`src/rtl/io_route_pkg.sv`:
```
package io_route_pkg;

    localparam int IO_PORT_W   = 16;
    localparam int CFG_REG_W   = 32;
    localparam logic [IO_PORT_W-1:0] CFG_ADDR_PORT = 16'h0CF8;
    localparam logic [IO_PORT_W-1:0] CFG_DATA_BASE = 16'h0CFC;
    localparam int CFG_ADDR_SIZE = 4;
    localparam int CFG_EN_BIT    = 31;

    // decoded class of a request before the register is consulted
    typedef enum logic [1:0] {
        CLS_BAD    = 2'd0,
        CLS_CFGREG = 2'd1,
        CLS_CFGDAT = 2'd2,
        CLS_PLAIN  = 2'd3
    } io_class_e;

    // final target reported on the response
    typedef enum logic [1:0] {
        TGT_NONE   = 2'd0,
        TGT_CFGREG = 2'd1,
        TGT_PCICFG = 2'd2,
        TGT_IO     = 2'd3
    } io_tgt_e;

    typedef struct packed {
        io_tgt_e tgt;
        logic    err;
        logic    uc;
    } io_route_t;

    function automatic logic hits_cfg_data(input logic [IO_PORT_W-1:0] p);
        return {p[IO_PORT_W-1:2], 2'b00} == CFG_DATA_BASE;
    endfunction

    function automatic logic hits_cfg_addr(input logic [IO_PORT_W-1:0] p);
        return p == CFG_ADDR_PORT;
    endfunction

    function automatic logic tgt_is_uc(input io_tgt_e t);
        return (t == TGT_PCICFG) || (t == TGT_IO);
    endfunction

endpackage

```
`src/rtl/io_port_classify.sv`:
```
module io_port_classify
    import io_route_pkg::*;
#(
    parameter int PORT_IN_W = 32,
    parameter int SIZE_W    = 4
) (
    input  logic [PORT_IN_W-1:0] port_in,
    input  logic [SIZE_W-1:0]    size_in,
    output io_class_e            cls,
    output logic [IO_PORT_W-1:0] port16
);
    logic over;

    generate
        if (PORT_IN_W > IO_PORT_W) begin : g_wide
            assign over = |port_in[PORT_IN_W-1:IO_PORT_W];
        end else begin : g_narrow
            assign over = 1'b0;
        end
    endgenerate

    assign port16 = port_in[IO_PORT_W-1:0];

    always_comb begin
        if (over) begin
            cls = CLS_BAD;
        end else if (hits_cfg_addr(port16) &&
                     size_in == SIZE_W'(CFG_ADDR_SIZE)) begin
            cls = CLS_CFGREG;
        end else if (hits_cfg_data(port16)) begin
            cls = CLS_CFGDAT;
        end else begin
            cls = CLS_PLAIN;
        end
    end
endmodule

```
`src/rtl/io_cfg_addr_reg.sv`:
```
module io_cfg_addr_reg
    import io_route_pkg::*;
(
    input  logic                 clk,
    input  logic                 rst,
    input  logic                 wr_en,
    input  logic [CFG_REG_W-1:0] wdata,
    output logic [CFG_REG_W-1:0] q
);
    always_ff @(posedge clk) begin
        if (rst) begin
            q <= '0;
        end else if (wr_en) begin
            q <= wdata;
        end
    end
endmodule

```
`src/rtl/io_paddr_build.sv`:
```
module io_paddr_build
    import io_route_pkg::*;
#(
    parameter int                PA_W        = 64,
    parameter logic [PA_W-1:0]   CFG_PREFIX  = 64'h0000_0002_0000_0000,
    parameter logic [PA_W-1:0]   IO_PREFIX   = 64'h0000_0001_0000_0000,
    parameter logic [PA_W-1:0]   CFGREG_ADDR = 64'h0000_0004_0000_0000
) (
    input  io_class_e            cls,
    input  logic [IO_PORT_W-1:0] port16,
    input  logic [CFG_REG_W-1:0] cfg_q,
    output io_route_t            route,
    output logic [PA_W-1:0]      paddr
);
    localparam int PAD_PORT = PA_W - IO_PORT_W;
    localparam int PAD_CFG  = PA_W - CFG_EN_BIT;

    logic [PA_W-1:0] io_addr;
    logic [PA_W-1:0] cfg_addr;

    assign io_addr  = IO_PREFIX | {{PAD_PORT{1'b0}}, port16};
    assign cfg_addr = CFG_PREFIX
                    | {{PAD_CFG{1'b0}}, cfg_q[CFG_EN_BIT-1:2], 2'b00}
                    | {{(PA_W-2){1'b0}}, port16[1:0]};

    always_comb begin
        route.err = 1'b0;
        route.tgt = TGT_IO;
        paddr     = io_addr;
        unique case (cls)
            CLS_BAD: begin
                route.err = 1'b1;
                route.tgt = TGT_NONE;
                paddr     = '0;
            end
            CLS_CFGREG: begin
                route.tgt = TGT_CFGREG;
                paddr     = CFGREG_ADDR;
            end
            CLS_CFGDAT: begin
                if (cfg_q[CFG_EN_BIT]) begin
                    route.tgt = TGT_PCICFG;
                    paddr     = cfg_addr;
                end
            end
            default: begin
                route.tgt = TGT_IO;
                paddr     = io_addr;
            end
        endcase
        route.uc = tgt_is_uc(route.tgt);
    end
endmodule

```
`src/rtl/io_port_router.sv`:
```
module io_port_router
    import io_route_pkg::*;
#(
    parameter int              PORT_IN_W   = 32,
    parameter int              SIZE_W      = 4,
    parameter int              PA_W        = 64,
    parameter logic [PA_W-1:0] CFG_PREFIX  = 64'h0000_0002_0000_0000,
    parameter logic [PA_W-1:0] IO_PREFIX   = 64'h0000_0001_0000_0000,
    parameter logic [PA_W-1:0] CFGREG_ADDR = 64'h0000_0004_0000_0000
) (
    input  logic                 clk,
    input  logic                 rst,
    input  logic                 req_valid,
    input  logic [PORT_IN_W-1:0] req_port,
    input  logic [SIZE_W-1:0]    req_size,
    input  logic                 req_write,
    input  logic [31:0]          req_wdata,
    output logic                 rsp_valid,
    output logic                 rsp_err,
    output logic [1:0]           rsp_tgt,
    output logic [PA_W-1:0]      rsp_paddr,
    output logic                 rsp_uc,
    output logic [31:0]          cfg_value
);
    io_class_e            cls;
    logic [IO_PORT_W-1:0] port16;
    io_route_t            route_c;
    io_route_t            route_q;
    logic [PA_W-1:0]      paddr_c;
    logic [PA_W-1:0]      paddr_q;
    logic                 valid_q;
    logic                 cfg_wr;
    logic [CFG_REG_W-1:0] cfg_q;

    io_port_classify #(.PORT_IN_W(PORT_IN_W), .SIZE_W(SIZE_W)) u_cls (
        .port_in (req_port),
        .size_in (req_size),
        .cls     (cls),
        .port16  (port16)
    );

    assign cfg_wr = req_valid && req_write && (cls == CLS_CFGREG);

    io_cfg_addr_reg u_reg (
        .clk   (clk),
        .rst   (rst),
        .wr_en (cfg_wr),
        .wdata (req_wdata),
        .q     (cfg_q)
    );

    io_paddr_build #(
        .PA_W(PA_W), .CFG_PREFIX(CFG_PREFIX),
        .IO_PREFIX(IO_PREFIX), .CFGREG_ADDR(CFGREG_ADDR)
    ) u_build (
        .cls    (cls),
        .port16 (port16),
        .cfg_q  (cfg_q),
        .route  (route_c),
        .paddr  (paddr_c)
    );

    always_ff @(posedge clk) begin
        if (rst) begin
            valid_q <= 1'b0;
            route_q <= '{tgt: TGT_NONE, err: 1'b0, uc: 1'b0};
            paddr_q <= '0;
        end else begin
            valid_q <= req_valid;
            if (req_valid) begin
                route_q <= route_c;
                paddr_q <= paddr_c;
            end
        end
    end

    assign rsp_valid = valid_q;
    assign rsp_err   = route_q.err;
    assign rsp_tgt   = route_q.tgt;
    assign rsp_paddr = paddr_q;
    assign rsp_uc    = route_q.uc;
    assign cfg_value = cfg_q;


    rsp_follows_req_chk: assert property (@(posedge clk) disable iff (rst)
        req_valid |=> rsp_valid);


    rsp_idle_chk: assert property (@(posedge clk) disable iff (rst)
        !req_valid |=> !rsp_valid);


    bad_port_err_chk: assert property (@(posedge clk) disable iff (rst)
        (req_valid && req_port[PORT_IN_W-1:IO_PORT_W] != '0)
        |=> (rsp_err && rsp_tgt == TGT_NONE && !rsp_uc));


    cfg_hold_chk: assert property (@(posedge clk) disable iff (rst)
        !(req_valid && req_write && req_port == PORT_IN_W'(CFG_ADDR_PORT)
          && req_size == SIZE_W'(CFG_ADDR_SIZE)) |=> $stable(cfg_value));


    uc_class_chk: assert property (@(posedge clk) disable iff (rst)
        (rsp_valid && rsp_tgt[1]) |-> rsp_uc);


    pci_prefix_chk: assert property (@(posedge clk) disable iff (rst)
        (rsp_valid && rsp_tgt == TGT_PCICFG)
        |-> ((rsp_paddr & ~PA_W'(32'h7FFF_FFFF)) == CFG_PREFIX));
endmodule

```
`config.mk`:
```
export PLATFORM = sky130hd
export DESIGN_NAME = io_port_router
export DESIGN_NICKNAME = d
export VERILOG_FILES = /design/src/rtl/io_route_pkg.sv /design/src/rtl/io_port_classify.sv /design/src/rtl/io_cfg_addr_reg.sv /design/src/rtl/io_paddr_build.sv /design/src/rtl/io_port_router.sv
export SDC_FILE = /design/constraint.sdc
export NUM_CORES = 1
export LEC_CHECK = 0
export CORE_MARGIN = 2
export CORE_UTILIZATION = 39
export CTS_CLUSTER_SIZE = 12
export DETAILED_ROUTE_END_ITERATION = 12
export PLACE_DENSITY = 0.81
export SYNTH_ARGS = -nofsm -noshare
export SYNTH_HDL_FRONTEND = slang
export SYNTH_SLANG_ARGS = --single-unit
```
`constraint.sdc`:
```
create_clock -name clk -period 2.35 [get_ports clk]
set_input_delay 0.705 -clock clk [delete_from_list [all_inputs] [get_ports clk]]
set_output_delay 0.705 -clock clk [all_outputs]
set_load 0.01 [all_outputs]
```
Word level (Yosys, flattened, before mapping)
Index checks and enable logic that the tools add are counted.

cells by class
  eq/ne operators = 7
  muxes and demuxes = 8
  bitwise operators = 1
  reductions and logical operators = 6

operators by type and width
  kind                                             number
  one-hot mux 64 bit (3 select lines)              1
  two-way mux 64 bit                               1
  OR 34 x 2 -> 34 bit                              1
  == test 16 x 12 -> 1 bit, second input constant  1
  OR reduction 16 bit                              1
  == test 14 x 10 -> 1 bit, second input constant  1
  == test 2 bit, second input constant             3
  one-hot mux 2 bit (3 select lines)               1
  == test 4 x 3 -> 1 bit, second input constant    1
  two-way mux 2 bit                                2
  logical AND 1 bit                                3
  two-way mux 1 bit                                3
  == test 2 x 1 -> 1 bit, second input constant    1
  zero test 2 bit                                  1
  logical OR 1 bit                                 1

storage, ports and cells
  flip-flop bits (word level) = 101
  input port bits = 72
  logic and storage cells = 28

Logic depth before layout (Yosys ltp)
  depth after elaboration = 8
  depth in mapped cells = 7

By module
From an unflattened synthesis, not the netlist that was laid out.

unflattened totals
  cell total of the unflattened synthesis = 462
  area total of the unflattened synthesis = 4,584.4 µm²

by module, submodules not included
  module            times used  cells an instance  area an instance (µm²)  seq. area each (µm²)
  io_port_router    1           223                2,487.4                 1,381.3
  io_cfg_addr_reg   1           103                1,163.6                 640.6
  io_paddr_build    1           106                703.2                   0.0
  io_port_classify  1           30                 230.2                   0.0

Least setup slack after synthesis
No wires, ideal clock.

  path type = input-to-reg
  start = input req_port[21]
  end = register u_reg.q[0]
  setup time = 72 ps
  arrival = 2,028 ps
  required time = 2,278 ps
  setup slack = 251 ps
  stages = 5
  buffers on the path = 1
  cell sequence = nor4_1 > nand4_1 > nor4_4 > buf_6 > mux2i_1

between the ends
  cells in the longest elaborated chain, start to end = 4

ends and longest elaborated chain
  item                    RTL line                source
  from (decl)             io_port_router.sv:14    input logic [PORT_IN_W-1:0] req_port,
  OR reduction 16 bit     io_port_classify.sv:16  assign over = |port_in[PORT_IN_W-1:IO_PORT_W];
  two-way mux 2 bit       io_port_classify.sv:25  if (over) begin
  == test 2 x 1 -> 1 bit  io_port_router.sv:42    assign cfg_wr = req_valid && req_write && (cls == CLS_CFGREG);
  logical AND 1 bit       io_port_router.sv:42
  to (signal assigned)    io_cfg_addr_reg.sv:14   q <= wdata;
  to (decl)               io_cfg_addr_reg.sv:8    output logic [CFG_REG_W-1:0] q

No other way between the ends.
A chain may end at the register's enable or synchronous reset.

Worst setup path in the final report
  start = input req_port[9]
  end = register u_reg.q[19]

between the ends
  cells in the longest elaborated chain, start to end = 6
  elaborated cells on any way between the ends = 8
  classes of those cells = 3 x eq/ne; 3 x mux; 2 x reduce/logical

ends and longest elaborated chain
  item                                                                  RTL line                                        source
  == test 14 x 10 -> 1 bit or == test 16 x 12 -> 1 bit (tied branches)  io_route_pkg.sv:33, io_route_pkg.sv:37
  two-way mux 1 bit or logical AND 1 bit (tied branches)                io_port_classify.sv:30, io_port_classify.sv:27
  two-way mux 2 bit *                                                   io_port_classify.sv:27                          end else if (hits_cfg_addr(port16) &&
  two-way mux 2 bit *                                                   io_port_classify.sv:25
  == test 2 x 1 -> 1 bit *                                              io_port_router.sv:42
  logical AND 1 bit *                                                   io_port_router.sv:42

Mark *: on every way between the ends. The rest lies on a longest branch, timed or not.

==> flow_summary.ini <==
[cells_and_area]
fin_nets = 562
stdcell_area_um2 = 5120
num_antenna_cells = 0
area_growth_pct = 59.9
layout-drive-gt1-share = 0.123
utilization = 0.632
finalNonFillerCells = 600

[clock_network]
clock-root-buffer = clkbuf_8
cts_buffers = 9
clk_latency_ns = 0.34
cts_max_level = 3
postCtsHoldBufs = 0
path_clk_slew_ns = 0.08
cts_max_path_buffers = 2
cts.sinks = 70
cts_tree = done

[grt]
grt-ovfl-total = 0
grt_max_degree = 71
antenna_found_initial = 1
grt_pass1_wl_mm = 13.9
grtUsageTotal = 0.199
grt_pass1_vias = 2914

[floorplan]
die_height_um = 94.6
dieWidth_um = 94.6
io_pins = 173
core_area_um2 = 8090
die-area_um2 = 8950
fp-row-count = 33
start_util = 0.395

[setup_path]
path_cells = clkdlybuf4s50_1 > and4bb_2 > nand4_1 > nor4_4 > buf_4 > buf_8 > mux2i_1
cp-start-kind = input port
slowest_delay_ns = 0.46
r2r_slack_ns = 0.70
criticalPathCategory = input port to flip-flop
arrival_ns = 2.50
path_delay_family = simple AND/OR/NAND/NOR gates
crit_fanout = 7
critPathBufInv = 3
cp-end-kind = flip-flop
required_ns = 2.61
critPathSlowestCell = clkdlybuf4s50_1

[detailed_routing]
routed_wl_mm = 8.69
drt_iter0_markers = 86
route.vias.total = 2837
drcViolationCount = 0
postRouteAntennaNets = 0
wire_per_inst_um = 14.5
via_per_inst = 4.73
firstDrtPassIters = 4

[sta]
tns_ns = 0
fin_crit_sh = 0.953
fmax_mhz = 446
fin_crit_ns = 2.24
hold_viol_final = 0
finalSetupViolCount = 0
tightest_slew_ns = 0.515
max-slew-margin-rel = 0.656
rsz0062_at_grt = no
drv_slew = 0
skew_ns = 0.00761

[synthesis]
synth_area_um2 = 3200
synth.avg_cell_area_um2 = 9.82
synthCells = 326
ys_types = 38
yosysSeqAreaShare = 0.438
yosys_register_bits = 70
synth_most_common_cell = dfxtp_1
yosysWarnings = 0
synth-edff-count = 0
async_reset_ff_frac = 0
ys_top_cells_by_area = dfxtp_1 44%, nand2b_1 13%, mux2i_1 12%
synth_common_cells = 70 x dfxtp_1, 67 x nand2b_1, 38 x mux2i_1
synth_top_area_share = 0.438
synth_top_area_cell = dfxtp_1
synth_ff_type = dfxtp_1

[placed_design]
place_hpwl_mm = 6.40
gp_congestion = 0.785
place_area_um2 = 4740
place_inst = 581
portBuffers = 142

[pwr]
p_per_area_nw_per_um2 = 523
cellLeakagePower_uw = 0.00195
vdd_ir_drop_max_v = 0.000318
p_total_uw = 2680

[status]
status = finished clean

[job]
drv_cap = 0

[worst_hold_path]
min_path_type = flip-flop to flip-flop
-- cell families after synthesis --
family | Yosys count | synth area share
AO/OA/AOI/OAI | 44 | 0.0919
buffers and inverters | 51 | 0.109
flip-flops | 70 | 0.438
multiplexers | 38 | 0.119
other | 1 | 0.00117
AND/OR/NAND/NOR | 122 | 0.241
-- where the power goes --
| group | switching (µW) | total [µW] | internal (µW) |
|---|---|---|---|
| clock network | 464 | 1230 | 763 |
| logic | 103 | 262 | 159 |
| registers | 0.750 | 1190 | 1190 |
| total | 568 | 2680 | 2110 |
-- layout make-up --
class / instances / area (µm²)
fillers: 691 / 2970
clock buffers: 11 / 151
multi-input cells: 234 / 1620
flip-flops and latches: 70 / 1400
repair buffers: 173 / 1700
clock inverters: 5 / 105
inverters: 2 / 7.51
well taps: 105 / 131
-- stage by stage --
stage | hold WS, ns | setup slack (ns)
final | 0.458 | 0.110
after global routing | 0.491 | 0.00151
after CTS | 0.457 | 0.00748
after detailed placement | 0.441 | -0.403
after global placement | 0.434 | -0.306
after floorplan | 0.479 | 0.251
-- worst register-to-register path, cell delays in order, from the launching register on --
cell,delay (ns)
dfxtp_1,0.40
nand4_1,0.24
buf_4,0.23
nor4_1,0.34
a31oi_1,0.15
o21ai_0,0.20
-- cells in the final DEF (no fill, tap or decap), types with 2 or more instances in the layout --
master             n
dlymetal6s2s_1     9
dfxtp_1           70
nand2b_1          67
buf_4             27
clkinvlp_4         2
buf_12             2
clkbuf_8          11
nand2_1           21
inv_1              2
mux2i_1           38
nand4_1            3
a21oi_1            7
bufinv_16          3
nor2_1             4
nand4bb_1          2
nand3_1            2
o21ai_0           16
nor4_4             3
nor4_2             2
conb_1            30
clkdlybuf4s50_1  132
a22o_1            15
nor4_1             3
-- final timing paths --
| path | startpoint | end | depth (start not counted) |
|---|---|---|---|
| worst max-delay path | req_port[9] | u_reg.q[19]$_SDFFE_PP0P_ | 7 |
| worst max register to register | u_reg.q[31]$_SDFFE_PP0P_ | rsp_paddr[15]$_SDFFE_PP0P_ | 5 |
| worst min-delay path | rsp_tgt[1]$_SDFFE_PP0P_ | rsp_tgt[1]$_SDFFE_PP0P_ | 2 |
| worst min register to register | rsp_tgt[1]$_SDFFE_PP0P_ | rsp_tgt[1]$_SDFFE_PP0P_ | 2 |
-- flip-flops by register name, summed over array words and instances (netlist names) --
| signal | cells |
|---|---|
| rsp_tgt | 2 |
| u_reg.q | 32 |
| rsp_paddr | 34 |
| rsp_valid | 1 |
| rsp_err | 1 |
-- metal layers --
metal	wire (µm)	vias to the layer above	global-route usage
li1	-	1384	-
met1	3650	1322	0.234
met2	4320	115	0.349
met3	545	16	0.0623
met4	176	0	0.0592
met5	0	-	0
-- repair_timing --
action / 4_1_cts / 5_1_grt
pin swaps: 1 / 6
hold endpoints to repair: 0 / 0
endpoints found under the setup margin: 14 / 34
cloned: 0 / 1
setup buffers: 0 / 2
gates resized for setup: 1 / 23
Note: power is estimated with default switching activity, not from simulation.
